`src/rtl/cohdir_pkg.sv`:
```
package cohdir_pkg;
    localparam int NPROC = 4;
    localparam int PW    = $clog2(NPROC);

    typedef logic [NPROC-1:0] shr_t;

    typedef enum logic [1:0] {DS_NONE = 2'd0, DS_SHARED = 2'd1, DS_OWNED = 2'd2} dstate_e;
    typedef enum logic [1:0] {RQ_READ = 2'd0, RQ_WRITE = 2'd1, RQ_EVICT = 2'd2, RQ_RSVD = 2'd3} rqkind_e;
    typedef enum logic [1:0] {CM_NOP = 2'd0, CM_INVAL = 2'd1, CM_FETCH = 2'd2, CM_FETCHINV = 2'd3} cmkind_e;
    typedef enum logic [1:0] {EN_IDLE = 2'd0, EN_INVAL = 2'd1, EN_WAIT = 2'd2} eng_e;

    typedef struct packed {
        dstate_e st;
        shr_t    shr;
    } dent_t;

    function automatic logic [PW-1:0] low_idx(shr_t m);
        logic [PW-1:0] r;
        r = '0;
        for (int i = NPROC - 1; i >= 0; i--)
            if (m[i]) r = PW'(i);
        return r;
    endfunction

    function automatic shr_t proc_bit(logic [PW-1:0] p);
        return shr_t'(1) << p;
    endfunction

    function automatic logic [31:0] init_word(int i);
        return 32'hC0DE_0000 + 32'(i);
    endfunction
endpackage

```
`src/rtl/cohdir_table.sv`:
```
module cohdir_table import cohdir_pkg::*; #(
    parameter int NBLK = 16
) (
    input  logic                    clk,
    input  logic                    rst,
    input  logic [$clog2(NBLK)-1:0] idx,
    output dent_t                   rd_ent,
    input  logic                    we,
    input  dent_t                   wr_ent
);
    dent_t tab [NBLK];

    assign rd_ent = tab[idx];

    always_ff @(posedge clk) begin
        if (rst) begin
            for (int i = 0; i < NBLK; i++) tab[i] <= '{st: DS_NONE, shr: '0};
        end else if (we) begin
            tab[idx] <= wr_ent;
        end
    end
endmodule

```
`src/rtl/cohdir_store.sv`:
```
module cohdir_store import cohdir_pkg::*; #(
    parameter int NBLK = 16,
    parameter int DW   = 32
) (
    input  logic                    clk,
    input  logic                    rst,
    input  logic [$clog2(NBLK)-1:0] idx,
    output logic [DW-1:0]           rd_data,
    input  logic                    we,
    input  logic [DW-1:0]           wr_data
);
    logic [DW-1:0] mem [NBLK];

    assign rd_data = mem[idx];

    always_ff @(posedge clk) begin
        if (rst) begin
            for (int i = 0; i < NBLK; i++) mem[i] <= DW'(init_word(i));
        end else if (we) begin
            mem[idx] <= wr_data;
        end
    end
endmodule

```
`src/rtl/coh_home_dir.sv`:
```
module coh_home_dir import cohdir_pkg::*; #(
    parameter int NBLK = 16,
    parameter int DW   = 32
) (
    input  logic                    clk,
    input  logic                    rst,
    input  logic                    req_valid,
    output logic                    req_ready,
    input  logic [1:0]              req_kind,
    input  logic [PW-1:0]           req_src,
    input  logic [$clog2(NBLK)-1:0] req_blk,
    input  logic [DW-1:0]           req_data,
    input  logic                    fill_valid,
    input  logic [DW-1:0]           fill_data,
    output logic                    rep_valid,
    output logic [PW-1:0]           rep_dst,
    output logic [DW-1:0]           rep_data,
    output logic                    cmd_valid,
    output logic [1:0]              cmd_kind,
    output logic [PW-1:0]           cmd_dst,
    output logic [$clog2(NBLK)-1:0] cmd_blk
);
    localparam int BW = $clog2(NBLK);

    eng_e          st;
    logic [PW-1:0] cur_src;
    logic [BW-1:0] cur_blk;
    rqkind_e       cur_kind;
    shr_t          inv_left;
    cmkind_e       cmd_q;

    logic [BW-1:0] idx;
    dent_t         ent, ent_nx;
    logic          dir_we, mem_we, acc;
    logic [DW-1:0] mem_q, mem_d;
    rqkind_e       kind_in;
    shr_t          src_bit, cur_bit, inv_need;

    assign req_ready = (st == EN_IDLE);
    assign acc       = req_valid && req_ready;
    assign kind_in   = rqkind_e'(req_kind);
    assign src_bit   = proc_bit(req_src);
    assign cur_bit   = proc_bit(cur_src);
    assign idx       = (st == EN_IDLE) ? req_blk : cur_blk;
    assign inv_need  = ent.shr & ~src_bit;
    assign cmd_kind  = cmd_q;

    cohdir_table #(.NBLK(NBLK)) u_tab (
        .clk(clk), .rst(rst), .idx(idx), .rd_ent(ent), .we(dir_we), .wr_ent(ent_nx)
    );

    cohdir_store #(.NBLK(NBLK), .DW(DW)) u_mem (
        .clk(clk), .rst(rst), .idx(idx), .rd_data(mem_q), .we(mem_we), .wr_data(mem_d)
    );

    // Directory and memory updates: at acceptance, or when the owner's fill arrives.
    always_comb begin
        dir_we = 1'b0;
        ent_nx = ent;
        mem_we = 1'b0;
        mem_d  = fill_data;
        if (acc) begin
            unique case (kind_in)
                RQ_READ: begin
                    if (ent.st == DS_NONE) begin
                        dir_we = 1'b1; ent_nx = '{st: DS_SHARED, shr: src_bit};
                    end else if (ent.st == DS_SHARED) begin
                        dir_we = 1'b1; ent_nx = '{st: DS_SHARED, shr: ent.shr | src_bit};
                    end
                end
                RQ_WRITE: begin
                    if (ent.st != DS_OWNED) begin
                        dir_we = 1'b1; ent_nx = '{st: DS_OWNED, shr: src_bit};
                    end
                end
                RQ_EVICT: begin
                    if (ent.st == DS_OWNED && ent.shr == src_bit) begin
                        dir_we = 1'b1; ent_nx = '{st: DS_NONE, shr: '0};
                        mem_we = 1'b1; mem_d  = req_data;
                    end
                end
                default: ;
            endcase
        end else if (st == EN_WAIT && fill_valid) begin
            mem_we = 1'b1;
            dir_we = 1'b1;
            if (cur_kind == RQ_READ) ent_nx = '{st: DS_SHARED, shr: ent.shr | cur_bit};
            else                     ent_nx = '{st: DS_OWNED,  shr: cur_bit};
        end
    end

    // Sequencing of replies and remote commands.
    always_ff @(posedge clk) begin
        if (rst) begin
            st        <= EN_IDLE;
            cur_src   <= '0;
            cur_blk   <= '0;
            cur_kind  <= RQ_READ;
            inv_left  <= '0;
            rep_valid <= 1'b0;
            rep_dst   <= '0;
            rep_data  <= '0;
            cmd_valid <= 1'b0;
            cmd_q     <= CM_NOP;
            cmd_dst   <= '0;
            cmd_blk   <= '0;
        end else begin
            rep_valid <= 1'b0;
            cmd_valid <= 1'b0;
            unique case (st)
                EN_IDLE: if (acc) begin
                    cur_src  <= req_src;
                    cur_blk  <= req_blk;
                    cur_kind <= kind_in;
                    if (kind_in == RQ_READ || kind_in == RQ_WRITE) begin
                        if (ent.st == DS_OWNED) begin
                            cmd_valid <= 1'b1;
                            cmd_q     <= (kind_in == RQ_READ) ? CM_FETCH : CM_FETCHINV;
                            cmd_dst   <= low_idx(ent.shr);
                            cmd_blk   <= req_blk;
                            st        <= EN_WAIT;
                        end else if (kind_in == RQ_WRITE && ent.st == DS_SHARED && inv_need != '0) begin
                            inv_left <= inv_need;
                            st       <= EN_INVAL;
                        end else begin
                            rep_valid <= 1'b1;
                            rep_dst   <= req_src;
                            rep_data  <= mem_q;
                        end
                    end
                end
                EN_INVAL: begin
                    if (inv_left == '0) begin
                        rep_valid <= 1'b1;
                        rep_dst   <= cur_src;
                        rep_data  <= mem_q;
                        st        <= EN_IDLE;
                    end else begin
                        cmd_valid <= 1'b1;
                        cmd_q     <= CM_INVAL;
                        cmd_dst   <= low_idx(inv_left);
                        cmd_blk   <= cur_blk;
                        inv_left  <= inv_left & ~proc_bit(low_idx(inv_left));
                    end
                end
                EN_WAIT: if (fill_valid) begin
                    rep_valid <= 1'b1;
                    rep_dst   <= cur_src;
                    rep_data  <= fill_data;
                    st        <= EN_IDLE;
                end
                default: st <= EN_IDLE;
            endcase
        end
    end
endmodule

```
`config.mk`:
```
export PLATFORM = sky130hd
export DESIGN_NAME = coh_home_dir
export DESIGN_NICKNAME = d
export VERILOG_FILES = /design/src/rtl/cohdir_pkg.sv /design/src/rtl/cohdir_table.sv /design/src/rtl/cohdir_store.sv /design/src/rtl/coh_home_dir.sv
export SDC_FILE = /design/constraint.sdc
export NUM_CORES = 1
export LEC_CHECK = 0
export BUFFER_PORTS_ARGS = -buffer_cell sky130_fd_sc_hd__buf_2
export CORE_ASPECT_RATIO = 0.6
export CORE_MARGIN = 3
export CORE_UTILIZATION = 40
export DETAILED_ROUTE_END_ITERATION = 10
export GPL_TIMING_DRIVEN = 0
export SLEW_MARGIN = 20
export SYNTH_ARGS = -nofsm -noshare
export SYNTH_HDL_FRONTEND = slang
export SYNTH_SLANG_ARGS = --single-unit
```
`constraint.sdc`:
```
create_clock -name clk -period 13.26 [get_ports clk]
set_clock_uncertainty 0.05 [all_clocks]
set_input_delay 1.326 -clock clk [delete_from_list [all_inputs] [get_ports clk]]
set_output_delay 1.326 -clock clk [all_outputs]
set_load 0.02 [all_outputs]
```
* After elaboration in Yosys (flattened, before gate mapping)
Memory sizes are Yosys's and may differ from the RTL's.
Cells that the tools add are included.
** Storage, ports and cells
- Register bits after elaboration :: 58
- RAM bits :: 608
- Input bits :: 76
- Output and inout bits :: 45
- Logic and storage cells :: 162
- Memories :: 2
** Cells by class
- Eq/ne operators :: 18
- Shift operators :: 3
- Mux-type cells :: 100
- Bitwise operators :: 6
- Reductions and logical operators :: 21
** Memories
- u_mem.mem :: depth 16, width 32, rd ports 1, clocked after memory_dff 0, wr ports 16, RTL line cohdir_store.sv:12 : logic [DW-1:0] mem [NBLK];
- u_tab.tab :: depth 16, width 6, rd ports 1, clocked after memory_dff 0, wr ports 16, RTL line cohdir_table.sv:11 : dent_t tab [NBLK];
** Operators by type and width (number)
- 32-bit 2-to-1 mux :: 10
- 32-bit case mux with 3 select lines :: 1
- 2-bit 2-to-1 mux :: 30
- 4-bit 2-to-1 mux :: 12
- 6-bit 2-to-1 mux :: 8
- 32-bit OR reduction :: 1
- 1-bit 2-to-1 mux :: 29
- 6-bit case mux with 3 select lines :: 1
- 4-bit case mux with 2 select lines :: 2
- 2-bit != test (second input constant) :: 6
- 2-bit case mux with 3 select lines :: 2
- 1-bit by 2-bit << shifter with 4-bit output (first input constant) :: 3
- 5-bit AND reduction :: 2
- 4-bit bitwise AND :: 2
- 2-bit zero test :: 4
- 2-bit by 1-bit != test with 1-bit output (second input constant) :: 4
- 4-bit inverter :: 2
- 4-bit OR :: 2
- 2-bit case mux with 2 select lines :: 2
- 7-bit AND reduction :: 1
- 2-bit by 1-bit == test with 1-bit output (second input constant) :: 3
- 2-bit == test (second input constant) :: 3
- 1-bit case mux with 3 select lines :: 2
- 6-bit AND reduction :: 1
- 11 further kinds :: 15

* Longest topological paths before layout
Gate-level depths: netlist of the first run.
An unclocked memory read counts as a cell.
- Word-level depth :: 13
- Mapped depth :: 21
- Depth with buffers taken out :: 15

* By module
Synthesis of the first run repeated with hierarchy kept, for this count alone.
** Unflattened totals
- Cell total of the unflattened synthesis :: 2125
- Area total of the unflattened synthesis :: 31084.8 sq um
** By module, submodules not included
- cohdir_store :: instances 1, cells an instance 1434, area each 22919.5 sq um, sequential area each 15374.7 sq um
- cohdir_table :: instances 1, cells an instance 292, area each 4460.5 sq um, sequential area each 2882.8 sq um
- coh_home_dir :: instances 1, cells an instance 399, area each 3704.8 sq um, sequential area each 1161.1 sq um

* Worst setup path after synthesis of the first run
No wires, ideal clock.
- Kind :: input -> register
- From :: in req_blk[0]
- To :: mem u_mem.mem[2][0] (enable)
- Setup time :: 0.389 ns
- Data arrival time :: 5.587 ns
- Data required time :: 12.821 ns
- Path slack :: 7.233 ns
- Stages :: 17
- Path buffers :: 5
- Cell sequence :: buf_2 > mux2i_2 > buf_4 > mux4_2 > a22oi_1 > nand3_1 > inv_1 > ha_1 > nor2_1 > nand2_1 > nor4_1 > buf_2 > o21ai_1 > or3_1 > clkbuf_1 > clkbuf_1 > nand2_1
** RTL lines
- start, declared :: RTL line coh_home_dir.sv:11 : input logic [$clog2(NBLK)-1:0] req_blk,
- end, declared :: RTL line cohdir_store.sv:12

==> run_results.csv, run 1 <==
group,metric,value,unit
status,status,"completed",
power,power_density,149,nW/µm²
global_route,grt_pass1_vias,20400,
place,port_buffers,118,
timing,tns,0,ns
logic_synthesis,ys_seq_area_share,65.0,%
place,globalplace.congestion,0.949,
die,fp.dieW,359,µm
drt,routedWlPerCell,30.3,µm
logic_synthesis,syn_area_per_cell,13.4,µm²
critical_path,rr_worst_depth,19,
cts,cts_sinks,666,
critical_path,r2r_end,"u_mem.mem[2][3]$_SDFFCE_PN0P_",
power,p_leak,11.2,nW
critical_path,crit_path_end_kind,"flop",
worst_hold_path,worstHoldEndpoint,"cur_kind[1]$_SDFFE_PP0P_",
timing,timing.fmax,128,MHz
critical_path,critPathLaunchType,"flop",
drt,num_vias,21600,
power,power,5.07,mW
logic_synthesis,synthCells,2236,
drt,drtPass1Iterations,5,
place,placed_area,32000,µm²
logic_synthesis,synth_seq_cells,666,
timing,hold_violations,0,
logic_synthesis,ys_warn_count,0,
global_route,grt_busiest_layer,"met1",
global_route,gr-usage-met3,9.19,%
timing,post-route-period-util,58.8,%
logic_synthesis,synthesis.nets,2325,
logic_synthesis,synth.area.top_cells,"edfxtp_1 61%, mux4_2 11%, nor2_1 5.6%",
timing,tightest_slew,1.20,ns
global_route,grt_max_degree,33,
drt,wirelength,105000,µm
critical_path,reg2reg_slack,5.47,ns
worst_hold_path,hold_path.startpoint,"cur_kind[1]$_SDFFE_PP0P_",
die,die_height,218,µm
flow_run,cap_viol_max_count,0,
drt,viasPerCell,6.22,
logic_synthesis,synth_edf_count,608,
logic_synthesis,ys.flop_type,"edfxtp_1",
critical_path,startpoint,"st[0]$_SDFFE_PP0P_",
critical_path,required,13.46,ns
cts,clock_latency,0.63,ns
drt,drc,0,
layout,fin_nets,2527,
logic_synthesis,yosysTopAreaCell,"edfxtp_1",
critical_path,cp_max_fo,32,
global_route,gr-usage-met1,40.9,%
cts,post_cts_buffers,0,
global_route,track_usage,26.8,%
critical_path,worstReg2RegStart,"st[0]$_SDFFE_PP0P_",
die,die-area,78100,µm²
die,core,72800,µm²
cts,cts_buffer_depth,3,
layout,drive_gt1_share,18.7,%
timing,setup_viol,0,
logic_synthesis,ys_types,67,
timing,drv_slew,0,
cts,hold_buffers,0,
logic_synthesis,async_reset_ff_share,0,%
critical_path,cp.arrival,7.99,ns
timing,hold_slack,0.410,ns
logic_synthesis,syn-cell-area,29900,µm²
critical_path,path_class,"reg -> reg",
global_route,grt_overflow,0,
die,row_count,76,
drt,drt_iter0_drc,3626,
worst_hold_path,hold_class,"reg -> reg",
timing,rsz0062_at_grt,"no",
cts,cts_tree,"built",
drt,ant_nets,0,
cts,cts-root-buf,"clkbuf_16",
layout,stdcell_area,34100,µm²
power,ir_worst_vdd,91.8,µV
global_route,gr-usage-met2,36.0,%
die,pin_count,121,
cts,htreeDepth,3,
timing,min_period,7.79,ns
cts,numCtsBuffers,66,
cts,cts-resized-gates,0,
cts,path_clk_slew,0.07,ns
global_route,antenna_found_initial,4,
logic_synthesis,synth.top_cell.area_share,61.1,%
worst_hold_path,hold_depth,2,
die,start_util,41.0,%
layout,syn_to_final_growth,14.4,%
place,dpl.hpwl,73600,µm
global_route,grt_first_pass_wirelength,148000,µm
timing,relSlewSlack,20.1,%
-- cells in the final DEF (no fill, tap or decap), types with 12 or more instances in the layout --
cell type	count
a211oi_1	24
a21boi_0	17
a21oi_1	44
a221oi_1	33
a22o_1	32
buf_2	152
buf_4	12
clkbuf_1	153
clkbuf_16	68
clkinv_1	15
dfxtp_1	58
edfxtp_1	608
ha_1	13
inv_1	12
mux2i_1	73
mux4_2	142
nand2_1	275
nand4_1	12
nor2_1	442
nor3_1	60
nor3_2	13
o21ai_0	38
or3_1	18
-- cell type report --
class / instances / area (µm²)
Sequential cell: 666 / 19400
Clock inverter: 37 / 294
Buffer: 189 / 772
Antenna cell: 2 / 5.00
Fill cell: 6421 / 38700
Clock buffer: 84 / 1770
Timing Repair Buffer: 134 / 793
Inverter: 13 / 48.8
Tap cell: 975 / 1220
Multi-Input combinational cell: 1368 / 9830
-- cells in the mapped netlist, types with 4 or more instances --
| cell type | n |
|---|---|
| edfxtp_1 | 608 |
| nor2_1 | 442 |
| nand2_1 | 291 |
| clkbuf_1 | 145 |
| mux4_2 | 142 |
| mux2i_1 | 75 |
| nor3_1 | 72 |
| dfxtp_1 | 58 |
| a21oi_1 | 44 |
| o21ai_0 | 38 |
| a221oi_1 | 33 |
| a22o_1 | 32 |
| buf_2 | 28 |
| a211oi_1 | 24 |
| or3_1 | 18 |
| a21boi_0 | 17 |
| buf_1 | 14 |
| ha_1 | 13 |
| inv_1 | 12 |
| nand4_1 | 12 |
| nand3_1 | 11 |
| o21ai_1 | 11 |
| o41ai_1 | 6 |
| a31oi_1 | 4 |
| mux2_2 | 4 |
| nand2b_1 | 4 |
| nand3b_1 | 4 |
| nor4_1 | 4 |
| o21a_1 | 4 |
| o32ai_1 | 4 |
-- power by group --
group	total (mW)	internal (mW)	switching [mW]
registers	2.39	2.35	0.0341
logic	0.839	0.251	0.587
clock network	1.85	1.01	0.834
total	5.07	3.62	1.46
-- logic make-up (layout without fill, tap and decap cells) --
kind of cell    count (synthesis)  in the layout  synth area share (%)
other cells                     0              2                     0
compound gates                253            253                  6.16
buf+inv                       202            457                  2.68
mux                           222            222                  13.4
simple gates                  880            880                  12.2
flops                         666            666                  65.0
fa+ha+maj                      13             13                 0.545
-- per-stage QoR --
stage / utilization, % / std cells / setup slack, ns
2_1_floorplan: - / 2236 / 7.23
3_3_place_gp: 43.5 / 3329 / 3.90
3_5_place_dp: 44.0 / 3345 / 5.23
4_1_cts: 46.8 / 3466 / 5.61
5_1_grt: 46.9 / 3466 / 5.23
6_report: 46.9 / 3468 / 5.47
-- sequential cells by signal, summed over array words and instances (netlist names), 4 cells and up --
signal	count
u_tab.tab	96
inv_left	4
cmd_blk	4
rep_data	32
cur_blk	4
u_mem.mem	512
-- routing by layer --
metal | part of all wire, % | vias up | wire (µm)
met5 | 0.013 | - | 14
met4 | 2.5 | 2 | 2640
met3 | 16 | 193 | 16400
met2 | 40 | 1679 | 42400
met1 | 41 | 10900 | 43500
li1 | - | 8796 | -
-- how the worst max path moves through the flow --
stage,end,slack [ns]
3_5_place_dp,u_mem.mem[2][3]$_SDFFCE_PN0P_,5.23
5_1_grt,u_mem.mem[2][17]$_SDFFCE_PN1P_,5.23
4_1_cts,u_mem.mem[2][14]$_SDFFCE_PN0P_,5.61
2_1_floorplan,u_mem.mem[2][0]$_SDFFCE_PN0P_,7.23
6_report,u_mem.mem[2][3]$_SDFFCE_PN0P_,5.47
3_3_place_gp,u_mem.mem[4][3]$_SDFFCE_PN0P_,3.90
-- worst max-delay path, stage by stage, from the launching register on --
cell and delay, ns:
dfxtp_1 0.34, inv_1 0.13, ha_1 0.27, buf_2 0.25, mux2i_2 0.74, clkbuf_1 0.65, mux4_2 0.46, a22oi_1 0.32
nand3_1 0.35, inv_1 0.14, ha_1 0.24, nor2_1 0.15, nand2_1 0.20, nor4_1 0.27, buf_2 0.44, o21ai_1 0.37
or3_1 0.41, clkbuf_1 0.33, clkbuf_1 0.50, nand2_4 0.72
Note: power is estimated with default switching activity, not from simulation.
==> run 2, diff against run 1 <==
==> constraint.sdc (replaced) <==
create_clock -name clk -period 6.33 [get_ports clk]
set_clock_uncertainty 0.05 [all_clocks]
set_input_delay 0.633 -clock clk [delete_from_list [all_inputs] [get_ports clk]]
set_output_delay 0.633 -clock clk [all_outputs]
set_load 0.02 [all_outputs]
==> run 2 against run 1 <==
Clock power is 110% higher. Sequential cell count stayed put. Cell count is 0.49% higher. Sequential share of layout area is 1.4 points lower. Critical path depth is 1 higher. Combinational power is 120% higher. Via count is 0.64% higher. Power is 110% higher. Wire length is 1.5% higher. Largest power group unchanged.
==> run_results.csv, run 2 (same netlist as run 1, synthesis figures left out) <==
group,metric,value,unit
status,status,"completed",
global_route,antenna_found_initial,3,
critical_path,slowest_delay,0.52,ns
worst_hold_path,hold_class,"in -> reg",
layout,mostFrequentLayoutCell,"edfxtp_1",
layout,layout_common_cells,"608 x edfxtp_1, 442 x nor2_1, 275 x nand2_1",
cts,numCtsBuffers,66,
cts,cts_buffer_depth,3,
drt,drc,0,
critical_path,crit_path_end_kind,"flop",
layout,drive_gt1_share,21.9,%
critical_path,cp_max_fo,18,
timing,tightest_slew,1.19,ns
timing,tns,0,ns
global_route,grt_first_pass_wirelength,150000,µm
die,die_height,218,µm
place,dpl.hpwl,73600,µm
die,die-area,78100,µm²
critical_path,path_buf_inv,8,
timing,min_period,6.13,ns
die,start_util,41.0,%
timing,timing.fmax,163,MHz
layout,antennaDiodeCount,0,
timing,drv_slew,0,
global_route,track_usage,27.1,%
cts,cts_tree,"built",
critical_path,required,6.58,ns
layout,largest-register,"u_mem.mem",
drt,wirelength,107000,µm
cts,clock_latency,0.62,ns
layout,largest_register_ffs,512,
layout,reg_top3,"u_mem.mem x512, u_tab.tab x96, rep_data x32",
drt,viasPerCell,6.23,
power,p_leak,11.6,nW
die,core,72800,µm²
critical_path,critPathLaunchType,"flop",
flow_run,cap_viol_max_count,0,
layout,fin_nets,2546,
timing,hold_violations,0,
critical_path,path_class,"reg -> reg",
global_route,grt_pass1_vias,20700,
critical_path,crit_chain,"inv_1 -> ha_1 -> buf_2 -> mux2i_4 -> buf_4 -> mux4_2 -> nand2_1 -> and4_1 -> clkbuf_1 -> ha_1 -> nor3_1 -> nand2_1 -> nor4_1 -> buf_4 -> o21ai_2 -> or3_1 -> clkbuf_1 -> buf_2 -> nand2_4 -> buf_12",
die,fp.dieW,359,µm
cts,path_clk_slew,0.07,ns
power,power_density,305,nW/µm²
place,port_buffers,118,
power,power,10.7,mW
timing,relSlewSlack,20.6,%
drt,num_vias,21700,
drt,ant_nets,0,
drt,routedWlPerCell,30.6,µm
place,globalplace.congestion,0.949,
global_route,grt_max_degree,33,
cts,cts_sinks,666,
critical_path,crit_slowest_cell,"mux4_2",
global_route,grt_overflow,0,
timing,post-route-period-util,96.9,%
critical_path,cp_top_family,"buffers and inverters",
layout,finish.utilization,48.0,%
critical_path,cp.arrival,6.39,ns
cts,cts-root-buf,"clkbuf_16",
timing,setup_viol,0,
drt,drt_iter0_drc,3565,
cts,htreeDepth,3,
timing,rsz0062_at_grt,"no",
drt,drtPass1Iterations,6,
power,ir_worst_vdd,192,µV
die,row_count,76,
layout,stdcell_area,35000,µm²
place,placed_area,32000,µm²
layout,syn_to_final_growth,17.1,%
die,pin_count,121,
-- run 2: tightest hold or removal path, delay by kind of cell --
family,cells,cell delay [ns]
AOI/OAI and AO/OA,1,0.05
buffers and inverters,1,0.13
and+or+nand+nor,1,0.06
-- run 2: final timing paths --
check / from / to / slack [ns] / depth (start not counted)
max: st[0]$_SDFFE_PP0P_ / u_mem.mem[8][21]$_SDFFCE_PN0P_ / 0.20 / 20
min: req_blk[3] / cur_blk[3]$_SDFFE_PP0P_ / 0.27 / 3
max reg2reg: st[0]$_SDFFE_PP0P_ / u_mem.mem[8][21]$_SDFFCE_PN0P_ / 0.20 / 20
min reg2reg: cur_kind[1]$_SDFFE_PP0P_ / cur_kind[1]$_SDFFE_PP0P_ / 0.41 / 2
-- run 2: routing by layer --
layer,vias to the layer above,track usage (%),part of all wire [%]
met1,10900,40.9,41
li1,8862,-,-
met4,2,7.48,2.8
met2,1714,36.1,40
met5,-,0,0.028
met3,221,10.1,16
-- run 2: cell type report --
type,instances,area [µm²]
Tap cell,975,1220
Clock inverter,37,294
Fill cell,6335,37900
Sequential cell,666,19400
Clock buffer,84,1770
Multi-Input combinational cell,1377,10400
Timing Repair Buffer,148,1010
Buffer,185,812
Inverter,13,48.8
-- run 2: where the power goes --
group | total, mW | internal [mW] | switching, mW
clock network | 3.85 | 2.12 | 1.73
registers | 5.00 | 4.93 | 0.0718
logic | 1.82 | 0.564 | 1.26
-- run 2: per-stage QoR --
step	worst slack [ns]	hold WS (ns)	std cells
after floorplan	0.799	0.386	2236
after CTS	-0.0169	0.242	3482
after global placement	-2.56	0.398	3329
final	0.195	0.266	3485
after global routing	0.0255	0.260	3485
after detailed placement	-1.28	0.404	3345
-- run 2: timing repair --
action | in CTS | in global routing
buffers inserted | 12 | 1
resized for setup | 53 | 73
endpoints found under the hold margin | 0 | 0
endpoints found under the setup margin | 1112 | 856
pin swaps | 2 | 3
cloned | 5 | 4
hold buffers | 0 | 0
